===== config.mk =====
export PLATFORM = sky130hd
export DESIGN_NAME = eeprom_page_prog
export DESIGN_NICKNAME = d
export VERILOG_FILES = /design/src/rtl/eepg_pkg.sv /design/src/rtl/eepg_countdown.sv /design/src/rtl/eepg_span.sv /design/src/rtl/eeprom_page_prog.sv
export SDC_FILE = /design/constraint.sdc
export NUM_CORES = 1
export LEC_CHECK = 0
export CAP_MARGIN = 20
export CORE_MARGIN = 1
export CORE_UTILIZATION = 45
export DETAILED_ROUTE_END_ITERATION = 6
export PLACE_DENSITY = 0.66
export SKIP_CTS_REPAIR_TIMING = 1
export SYNTH_ARGS = -nofsm -noshare
export SYNTH_HDL_FRONTEND = slang
export SYNTH_SLANG_ARGS = --single-unit

===== constraint.sdc =====
create_clock -name clk -period 5.1 [get_ports clk]
set_input_delay 1.53 -clock clk [delete_from_list [all_inputs] [get_ports clk]]
set_output_delay 1.53 -clock clk [all_outputs]
set_load 0.005 [all_outputs]

===== src/rtl/eepg_pkg.sv =====
package eepg_pkg;
    typedef enum logic [2:0] {
        ST_IDLE,
        ST_AWAIT,
        ST_WLOW,
        ST_WHIGH,
        ST_SETTLE,
        ST_POLL,
        ST_READ
    } eepg_state_e;
endpackage


===== src/rtl/eepg_countdown.sv =====
module eepg_countdown #(
    parameter int W = 8
) (
    input  logic         clk,
    input  logic         rst_n,
    input  logic         load,
    input  logic [W-1:0] load_val,
    input  logic         dec,
    output logic         zero
);
    logic [W-1:0] val_q;

    always_ff @(posedge clk or negedge rst_n) begin
        if (!rst_n)
            val_q <= '0;
        else if (load)
            val_q <= load_val;
        else if (dec && val_q != '0)
            val_q <= val_q - W'(1);
    end

    assign zero = (val_q == '0);
endmodule


===== src/rtl/eepg_span.sv =====
module eepg_span #(
    parameter int PAGE_BITS = 5
) (
    input  logic [PAGE_BITS-1:0] offset,
    input  logic [PAGE_BITS:0]   left,
    output logic                 last_byte,
    output logic                 page_end
);
    assign last_byte = (left == (PAGE_BITS+1)'(1));
    assign page_end  = &offset;
endmodule


===== src/rtl/eeprom_page_prog.sv =====
module eeprom_page_prog
    import eepg_pkg::*;
#(
    parameter int ADDR_W      = 13,
    parameter int DATA_W      = 8,
    parameter int PAGE_BITS   = 5,
    parameter int WE_LOW_CYC  = 19,
    parameter int WE_HIGH_CYC = 13,
    parameter int GAP_MAX_CYC = 10000,
    parameter int SETTLE_CYC  = 28,
    parameter int TIMEOUT_CYC = 687500,
    parameter int RD_ACC_CYC  = 32
) (
    input  logic                 clk,
    input  logic                 rst_n,
    input  logic                 cmd_valid,
    output logic                 cmd_ready,
    input  logic                 cmd_write,
    input  logic [ADDR_W-1:0]    cmd_addr,
    input  logic [PAGE_BITS-1:0] cmd_len,
    input  logic                 wr_valid,
    output logic                 wr_ready,
    input  logic [DATA_W-1:0]    wr_data,
    output logic                 rd_valid,
    output logic [DATA_W-1:0]    rd_data,
    output logic                 done,
    output logic                 err_page,
    output logic                 err_stall,
    output logic                 err_timeout,
    output logic [ADDR_W-1:0]    mem_addr,
    output logic [DATA_W-1:0]    mem_dout,
    output logic                 mem_dout_en,
    input  logic [DATA_W-1:0]    mem_din,
    output logic                 mem_ce_n,
    output logic                 mem_oe_n,
    output logic                 mem_we_n,
    input  logic                 mem_rdy
);
    localparam int MAX_A  = (WE_LOW_CYC > WE_HIGH_CYC) ? WE_LOW_CYC : WE_HIGH_CYC;
    localparam int MAX_B  = (SETTLE_CYC > RD_ACC_CYC) ? SETTLE_CYC : RD_ACC_CYC;
    localparam int PH_MAX = (MAX_A > MAX_B) ? MAX_A : MAX_B;
    localparam int PH_W   = $clog2(PH_MAX + 1);
    localparam int GAP_W  = $clog2(GAP_MAX_CYC + 1);
    localparam int TO_W   = $clog2(TIMEOUT_CYC + 1);
    localparam int PG_W   = ADDR_W - PAGE_BITS;

    typedef struct packed {
        eepg_state_e          st;
        logic [PH_W-1:0]      ph;
        logic [GAP_W-1:0]     gap;
        logic                 first;
        logic [PAGE_BITS:0]   left;
        logic [ADDR_W-1:0]    addr;
        logic [DATA_W-1:0]    dout;
        logic                 dout_en;
        logic                 ce_n;
        logic                 oe_n;
        logic                 we_n;
        logic                 done;
        logic                 rd_valid;
        logic [DATA_W-1:0]    rd_data;
        logic                 err_pg;
        logic                 err_st;
        logic                 err_to;
    } regs_t;

    localparam regs_t REGS_RST = '{
        st: ST_IDLE, ph: '0, gap: '0, first: 1'b0, left: '0, addr: '0,
        dout: '0, dout_en: 1'b0, ce_n: 1'b1, oe_n: 1'b1, we_n: 1'b1,
        done: 1'b0, rd_valid: 1'b0, rd_data: '0,
        err_pg: 1'b0, err_st: 1'b0, err_to: 1'b0
    };

    regs_t r_d, r_q;
    logic  to_load, to_dec, to_zero;
    logic  last_byte, page_end;

    eepg_span #(.PAGE_BITS(PAGE_BITS)) u_span (
        .offset   (r_q.addr[PAGE_BITS-1:0]),
        .left     (r_q.left),
        .last_byte(last_byte),
        .page_end (page_end)
    );

    eepg_countdown #(.W(TO_W)) u_timeout (
        .clk     (clk),
        .rst_n   (rst_n),
        .load    (to_load),
        .load_val(TO_W'(TIMEOUT_CYC - 1)),
        .dec     (to_dec),
        .zero    (to_zero)
    );

    always_comb begin
        r_d          = r_q;
        r_d.done     = 1'b0;
        r_d.rd_valid = 1'b0;
        to_load      = 1'b0;
        to_dec       = 1'b0;
        case (r_q.st)
            ST_IDLE: if (cmd_valid) begin
                r_d.err_pg = 1'b0;
                r_d.err_st = 1'b0;
                r_d.err_to = 1'b0;
                r_d.addr   = cmd_addr;
                if (cmd_write) begin
                    r_d.st    = ST_AWAIT;
                    r_d.left  = {1'b0, cmd_len} + (PAGE_BITS+1)'(1);
                    r_d.first = 1'b1;
                    r_d.gap   = GAP_W'(GAP_MAX_CYC - 1);
                end else begin
                    r_d.st   = ST_READ;
                    r_d.ce_n = 1'b0;
                    r_d.oe_n = 1'b0;
                    r_d.ph   = PH_W'(RD_ACC_CYC - 1);
                end
            end
            ST_AWAIT: begin
                if (wr_valid) begin
                    r_d.st      = ST_WLOW;
                    r_d.we_n    = 1'b0;
                    r_d.ce_n    = 1'b0;
                    r_d.dout    = wr_data;
                    r_d.dout_en = 1'b1;
                    r_d.ph      = PH_W'(WE_LOW_CYC - 1);
                end else if (!r_q.first) begin
                    if (r_q.gap == '0) begin
                        r_d.err_st = 1'b1;
                        r_d.st     = ST_SETTLE;
                        r_d.ph     = PH_W'(SETTLE_CYC - 1);
                    end else begin
                        r_d.gap = r_q.gap - GAP_W'(1);
                    end
                end
            end
            ST_WLOW: begin
                if (r_q.ph == '0) begin
                    r_d.we_n = 1'b1;
                    r_d.left = r_q.left - (PAGE_BITS+1)'(1);
                    if (last_byte || page_end) begin
                        r_d.err_pg = !last_byte;
                        r_d.st     = ST_SETTLE;
                        r_d.ph     = PH_W'(SETTLE_CYC - 1);
                    end else begin
                        r_d.addr = r_q.addr + ADDR_W'(1);
                        r_d.st   = ST_WHIGH;
                        r_d.ph   = PH_W'(WE_HIGH_CYC - 1);
                    end
                end else begin
                    r_d.ph = r_q.ph - PH_W'(1);
                end
            end
            ST_WHIGH: begin
                if (r_q.ph == '0) begin
                    r_d.st    = ST_AWAIT;
                    r_d.first = 1'b0;
                    r_d.gap   = GAP_W'(GAP_MAX_CYC - 1);
                end else begin
                    r_d.ph = r_q.ph - PH_W'(1);
                end
            end
            ST_SETTLE: begin
                r_d.ce_n    = 1'b1;
                r_d.dout_en = 1'b0;
                if (r_q.ph == '0) begin
                    r_d.st  = ST_POLL;
                    to_load = 1'b1;
                end else begin
                    r_d.ph = r_q.ph - PH_W'(1);
                end
            end
            ST_POLL: begin
                if (mem_rdy) begin
                    r_d.done = 1'b1;
                    r_d.st   = ST_IDLE;
                end else if (to_zero) begin
                    r_d.err_to = 1'b1;
                    r_d.done   = 1'b1;
                    r_d.st     = ST_IDLE;
                end else begin
                    to_dec = 1'b1;
                end
            end
            ST_READ: begin
                if (r_q.ph == '0) begin
                    r_d.rd_data  = mem_din;
                    r_d.rd_valid = 1'b1;
                    r_d.ce_n     = 1'b1;
                    r_d.oe_n     = 1'b1;
                    r_d.st       = ST_IDLE;
                end else begin
                    r_d.ph = r_q.ph - PH_W'(1);
                end
            end
            default: r_d.st = ST_IDLE;
        endcase
    end

    always_ff @(posedge clk or negedge rst_n) begin
        if (!rst_n) r_q <= REGS_RST;
        else        r_q <= r_d;
    end

    assign cmd_ready   = (r_q.st == ST_IDLE);
    assign wr_ready    = (r_q.st == ST_AWAIT);
    assign rd_valid    = r_q.rd_valid;
    assign rd_data     = r_q.rd_data;
    assign done        = r_q.done;
    assign err_page    = r_q.err_pg;
    assign err_stall   = r_q.err_st;
    assign err_timeout = r_q.err_to;
    assign mem_addr    = r_q.addr;
    assign mem_dout    = r_q.dout;
    assign mem_dout_en = r_q.dout_en;
    assign mem_ce_n    = r_q.ce_n;
    assign mem_oe_n    = r_q.oe_n;
    assign mem_we_n    = r_q.we_n;

    // Pin-level observers for the assertions below
    logic [PH_W:0]   we_low_run_q;
    logic [PH_W:0]   we_high_run_q;
    logic [PG_W-1:0] page_q;

    always_ff @(posedge clk or negedge rst_n) begin
        if (!rst_n) begin
            we_low_run_q  <= '0;
            we_high_run_q <= (PH_W+1)'(WE_HIGH_CYC);
            page_q        <= '0;
        end else begin
            we_low_run_q  <= mem_we_n ? '0 : we_low_run_q + (PH_W+1)'(1);
            if (!mem_we_n)
                we_high_run_q <= '0;
            else if (we_high_run_q != (PH_W+1)'(WE_HIGH_CYC))
                we_high_run_q <= we_high_run_q + (PH_W+1)'(1);
            if (cmd_valid && cmd_ready)
                page_q <= cmd_addr[ADDR_W-1:PAGE_BITS];
        end
    end

    assert_we_pulse_width_R2: assert property (@(posedge clk) disable iff (!rst_n)
        $rose(mem_we_n) |-> we_low_run_q == (PH_W+1)'(WE_LOW_CYC));

    assert_we_low_qualified_R2: assert property (@(posedge clk) disable iff (!rst_n)
        !mem_we_n |-> (mem_oe_n && !mem_ce_n && mem_dout_en));

    assert_addr_held_R2: assert property (@(posedge clk) disable iff (!rst_n)
        (!mem_we_n && we_low_run_q != '0) |-> $stable(mem_addr) && $stable(mem_dout));

    assert_we_spacing_R3: assert property (@(posedge clk) disable iff (!rst_n)
        $fell(mem_we_n) |-> we_high_run_q == (PH_W+1)'(WE_HIGH_CYC));

    assert_same_page_R5: assert property (@(posedge clk) disable iff (!rst_n)
        $fell(mem_we_n) |-> mem_addr[ADDR_W-1:PAGE_BITS] == page_q);

    assert_oe_exclusive_R9: assert property (@(posedge clk) disable iff (!rst_n)
        !mem_oe_n |-> (mem_we_n && !mem_dout_en));

    assert_done_single_R7: assert property (@(posedge clk) disable iff (!rst_n)
        done |=> !done);
endmodule


---- Word level (Yosys, flattened, before mapping) ----
Cells that the tools add are included.
operators by class
  multiplexer cells ....................... 59
  add/subtract/negate cells ............... 6
  equality and inequality tests ........... 27
  reduce and logical (&&, ||, !) cells .... 36
operators by type and width
  cell                                                count
  2-to-1 mux 9 bit                                    5
  2-to-1 mux 43 bit                                   1
  case mux 14 bit (3 select lines)                    1
  2-to-1 mux 20 bit                                   2
  case mux 19 bit (2 select lines)                    1
  inequality test 2 bit, second input constant        15
  2-to-1 mux 14 bit                                   2
  2-to-1 mux 3 bit                                    8
  case mux 6 bit (4 select lines)                     1
  AND reduction 4 bit                                 6
  2-to-1 mux 23 bit                                   1
  2-to-1 mux 21 bit                                   1
  case mux 3 bit (7 select lines)                     1
  logical NOT 20 bit                                  1
  nonzero test 20 bit                                 1
  subtractor 20 x 1 -> 20 bit, second input constant  1
  2-to-1 mux 19 bit                                   1
  2-to-1 mux 6 bit                                    3
  2-to-1 mux 1 bit                                    17
  nonzero test 2 bit                                  8
  2-to-1 mux 15 bit                                   1
  AND reduction 5 bit                                 3
  logical NOT 14 bit                                  1
  case mux 1 bit (2 select lines)                     7
  other kinds (27)                                    39
storage, ports and cells
  register bits after elaboration ......... 88
  logic and storage cells ................. 146
  output and inout port bits .............. 40
  input bits .............................. 40

---- Longest topological paths before layout ----
  depth in word-level cells ............... 7
  gate-level depth with buffers ........... 9
  mapped depth without buffers ............ 8

---- Modules after synthesis ----
A second synthesis with hierarchy kept.
second synthesis, totals
  cells, all modules ...................... 652
  area total of the unflattened synthesis .. 5639.2 µm²
by module, submodules not included
  module            area an instance (µm²)  cells an instance  seq. area each (µm²)  instances
  eeprom_page_prog  4195.3                  482                1705.4                1
  eepg_countdown    1411.4                  165                500.5                 1
  eepg_span         32.5                    5                  0.0                   1

---- Least setup slack after synthesis ----
Ideal clock, no wire load.
  path kind ............................... in2reg
  from .................................... input port wr_valid
  to ...................................... register r_q[53] in the netlist's numbering
  stages on the path ...................... 8
  path buffers ............................ 2
  path slack .............................. 2.107 ns
  library setup time ...................... 0.120 ns
  data required time ...................... 4.980 ns
  arrival ................................. 2.873 ns
  cells stage by stage .................... clkbuf_1 > nor2_1 > a221oi_1 > a211o_4 > buf_6 > nor4_4 > xnor2_1 > nand2_1
between the ends
  word-level cells in the longest chain between the ends .. 2
ends and longest elaborated chain
  item                             RTL line                 text
  start: declaration               eeprom_page_prog.sv:21   input logic wr_valid,
  inequality test 2 bit (no line)  -
  AND reduction 7 bit (no line)    -
  end signal: assignment           eeprom_page_prog.sv:201  else r_q <= r_d;
  end: declaration                 eeprom_page_prog.sv:74   regs_t r_d, r_q;
No other way between the ends.
A chain may end at the register's enable or synchronous reset.

---- Worst setup path in the final report ----
  from .................................... register r_q[66] in the netlist's numbering
  to ...................................... output port wr_ready
between the ends
  word-level cells in the longest chain between the ends .. 1
ends and longest elaborated chain
  item                          RTL line                 text
  equality test 3 x 1 -> 1 bit  eeprom_page_prog.sv:205  assign wr_ready = (r_q.st == ST_AWAIT);
  end: declaration              eeprom_page_prog.sv:22   output logic wr_ready,
No other way between the ends.

==> metrics.cfg <==
[run_status]
outcome=completed

[power_and_ir_drop]
power.share.clock_pct=25.2
p_int_mw=1.97
combPwrFrac_pct=39.2
peakVddDrop_mv=0.319
p_leak_nw=2.38
p_sw_mw=1.13
cellPowerDensity_nw_per_um2=502
power_frac_seq_pct=35.6
p_sw_share_pct=36.4

[synthesis]
ys_types=59
synth_top_area_share_pct=41.6
ys_seq_area_share_pct=43.2
ys_seq_elements=88
yosys-top-cells-area=dfrtp_1 (42%), nor2_1 (4.3%), buf_4 (4.3%)
synth_common_cells=dfrtp_1 (85), nor2_1 (59), nand2_1 (55)
ys_warn_count=0
syn-cell-area_um2=5110
synth_most_common_cell=dfrtp_1
postSynthCellCount=560
synth_ff_type=dfrtp_1
synth_top_area_cell=dfrtp_1
syn_nets=610
synth_edf_count=0
async_flop_share_pct=100
syn_avg_cell_area_um2=9.12

[cells_and_area]
fillers=1013
nNetsFinal=654
multiInputGateArea_um2=2530
finalNonFillerCells=749
antenna_cells=0
synthToLayoutAreaGrowth_pct=20.7
final-seq-area_um2=2210
layout-drive-gt1-share_pct=9.85

[clock_tree]
cts_tree=built
cts_buffer_depth=2
cts_max_level=3
path_clk_slew_ns=0.06
cts_buffers=9
clkLatencyLatePin_ns=0.35
cts-root-buf=clkbuf_16
clkSinkCount=88

[critical_path]
critical_path.max_fanout=30
cpPeakStageDelay_ns=0.69
cp.required_ns=3.57
critPathKind=reg2out
critPathArrivalTime_ns=2.14
crit_family=flip-flops
worst_setup_path_end_kind=output port
path_buf_inv=1
worstPathCellList=nor3b_2 -> clkdlybuf4s50_1
critPathLaunchType=flop
cp_slowest_cell=dfrtp_1

[placed_design]
io_buffers=79
gp_congestion=0.840
dp.cells=731
place_hpwl_mm=8.08

[drt]
drt-wirelength-per-cell_um=15.5
dr_total_vias=4218
totalWireLength_mm=11.6
final_antenna_net_count=0
drt-vias-per-instance=5.63
drt_iter0_drc=304
first_pass_iters=4
drc=0

[sta]
timing.fmax_mhz=272
fin_crit_ns=3.67
worst_pin_slew_ns=1.06
finalHoldViolCount=0
finalSetupViolations=0
slew_headroom_pct=29.2
finalMaxSlewViolations=0
period_share_pct=72.0
fin_setup_tns_ns=0
finClkSkew_ns=0.00733
rsz0062_at_grt=false

[floorplanning]
rows=38
fp.dieW_um=109
fp.coreArea_um2=10900
dieArea_um2=11800
io_pins=80
die_y_um=109
initial_utilization_pct=46.7

[global_routing]
grt_pass1_wl_mm=19.5
grt_use_total_pct=21.3
grt_pass1_vias=3987
grt_antenna_before_repair=0
grt_max_degree=62
grt_overflow_total=0

[min_path]
hp-class=reg2reg

[job]
drv_cap=0

==> registers in the layout (all words and copies together) (netlist names) <==
| signal | count |
|---|---|
| mem_dout | 8 |
| err_stall | 1 |
| mem_oe_n | 1 |
| err_page | 1 |
| u_timeout.val_q | 20 |
| mem_dout_en | 1 |
| rd_data | 8 |
| mem_addr | 13 |
| r_q | 30 |
| rd_valid | 1 |
| err_timeout | 1 |
| mem_we_n | 1 |
| done | 1 |
| mem_ce_n | 1 |
==> path summary, 6_finish.rpt <==
kind / cells after the start / from / endpoint / slack, ns
min reg2reg: 1 / rd_data[5] / rd_data[5] / 0.51
min in group asynchronous: 1 / rst_n / u_timeout.val_q[10] / 1.26
max: 2 / r_q[66] / wr_ready / 1.43
max in group asynchronous: 2 / rst_n / mem_dout[6] / 2.96
min: 1 / rd_data[5] / rd_data[5] / 0.51
max reg2reg: 6 / r_q[66] / r_q[55] / 2.33
==> per-layer routing <==
metal | global-route usage, % | vias to the layer above | share of wire, %
met5 | 0 | - | 0
met4 | 8.78 | 0 | 1.7
met3 | 3.56 | 13 | 3.5
met2 | 33.8 | 80 | 49
met1 | 28.8 | 2071 | 46
li1 | - | 2054 | -
==> logic make-up after synthesis <==
logic type               Yosys count  share of synthesized area, %
XOR/XNOR                          30                          5.14
multiplexers                      17                          3.75
buffers and inverters             65                          7.25
AND/OR/NAND/NOR                  233                          24.4
adder cells (fa/ha/maj)           10                          2.45
AO/OA/AOI/OAI                    117                          13.8
flip-flops                        88                          43.2
==> per-stage QoR <==
stage	hold WS [ns]	area [um2]	util, %	setup slack [ns]	total power [mW]
after CTS	0.513	6130	56.1	1.41	3.10
after global routing	0.537	6160	56.4	1.29	3.32
final	0.509	6160	56.4	1.43	3.09
after global placement	0.489	5780	52.8	1.55	2.27
after floorplan	0.471	5110	-	2.11	1.95
after detailed placement	0.500	5780	52.8	1.44	2.30
==> placed cells by master, fill, tap and decap left out, types with 5 or more instances in the layout <==
cell              n
a21oi_1          35
a31oi_1          13
clkbuf_16         9
clkdlybuf4s50_1  78
dfrtp_1          85
ha_1             10
inv_1            13
mux2_2           17
nand2_1          55
nand3_1          24
nand4_1           5
nor2_1           59
nor3_1           23
nor3b_1           6
nor4_1            7
o211ai_1          5
o21ai_0          34
o22ai_1           5
or2_2             5
or3_1            11
or4_1             5
xnor2_1          23
xor2_1            7
==> power by group through the flow <==
stage | clock, mW | sequential (mW) | combinational (mW)
6_report | 0.780 | 1.10 | 1.21
2_1_floorplan | 0 | 1.05 | 0.905
3_5_place_dp | 0 | 1.11 | 1.19
4_1_cts | 0.799 | 1.10 | 1.20
5_1_grt | 0.827 | 1.13 | 1.36
3_3_place_gp | 0 | 1.10 | 1.17
==> final cells by class <==
| class | count | area share (%) |
|---|---|---|
| multi-input combinational | 407 | 41.1 |
| tap | 140 | 2.84 |
| inverter | 14 | 0.853 |
| timing repair buffer | 84 | 13.7 |
| clock buffer | 11 | 4.10 |
| clock inverter | 5 | 1.66 |
| sequential | 88 | 35.8 |
Power figures use the tool's default switching activity.
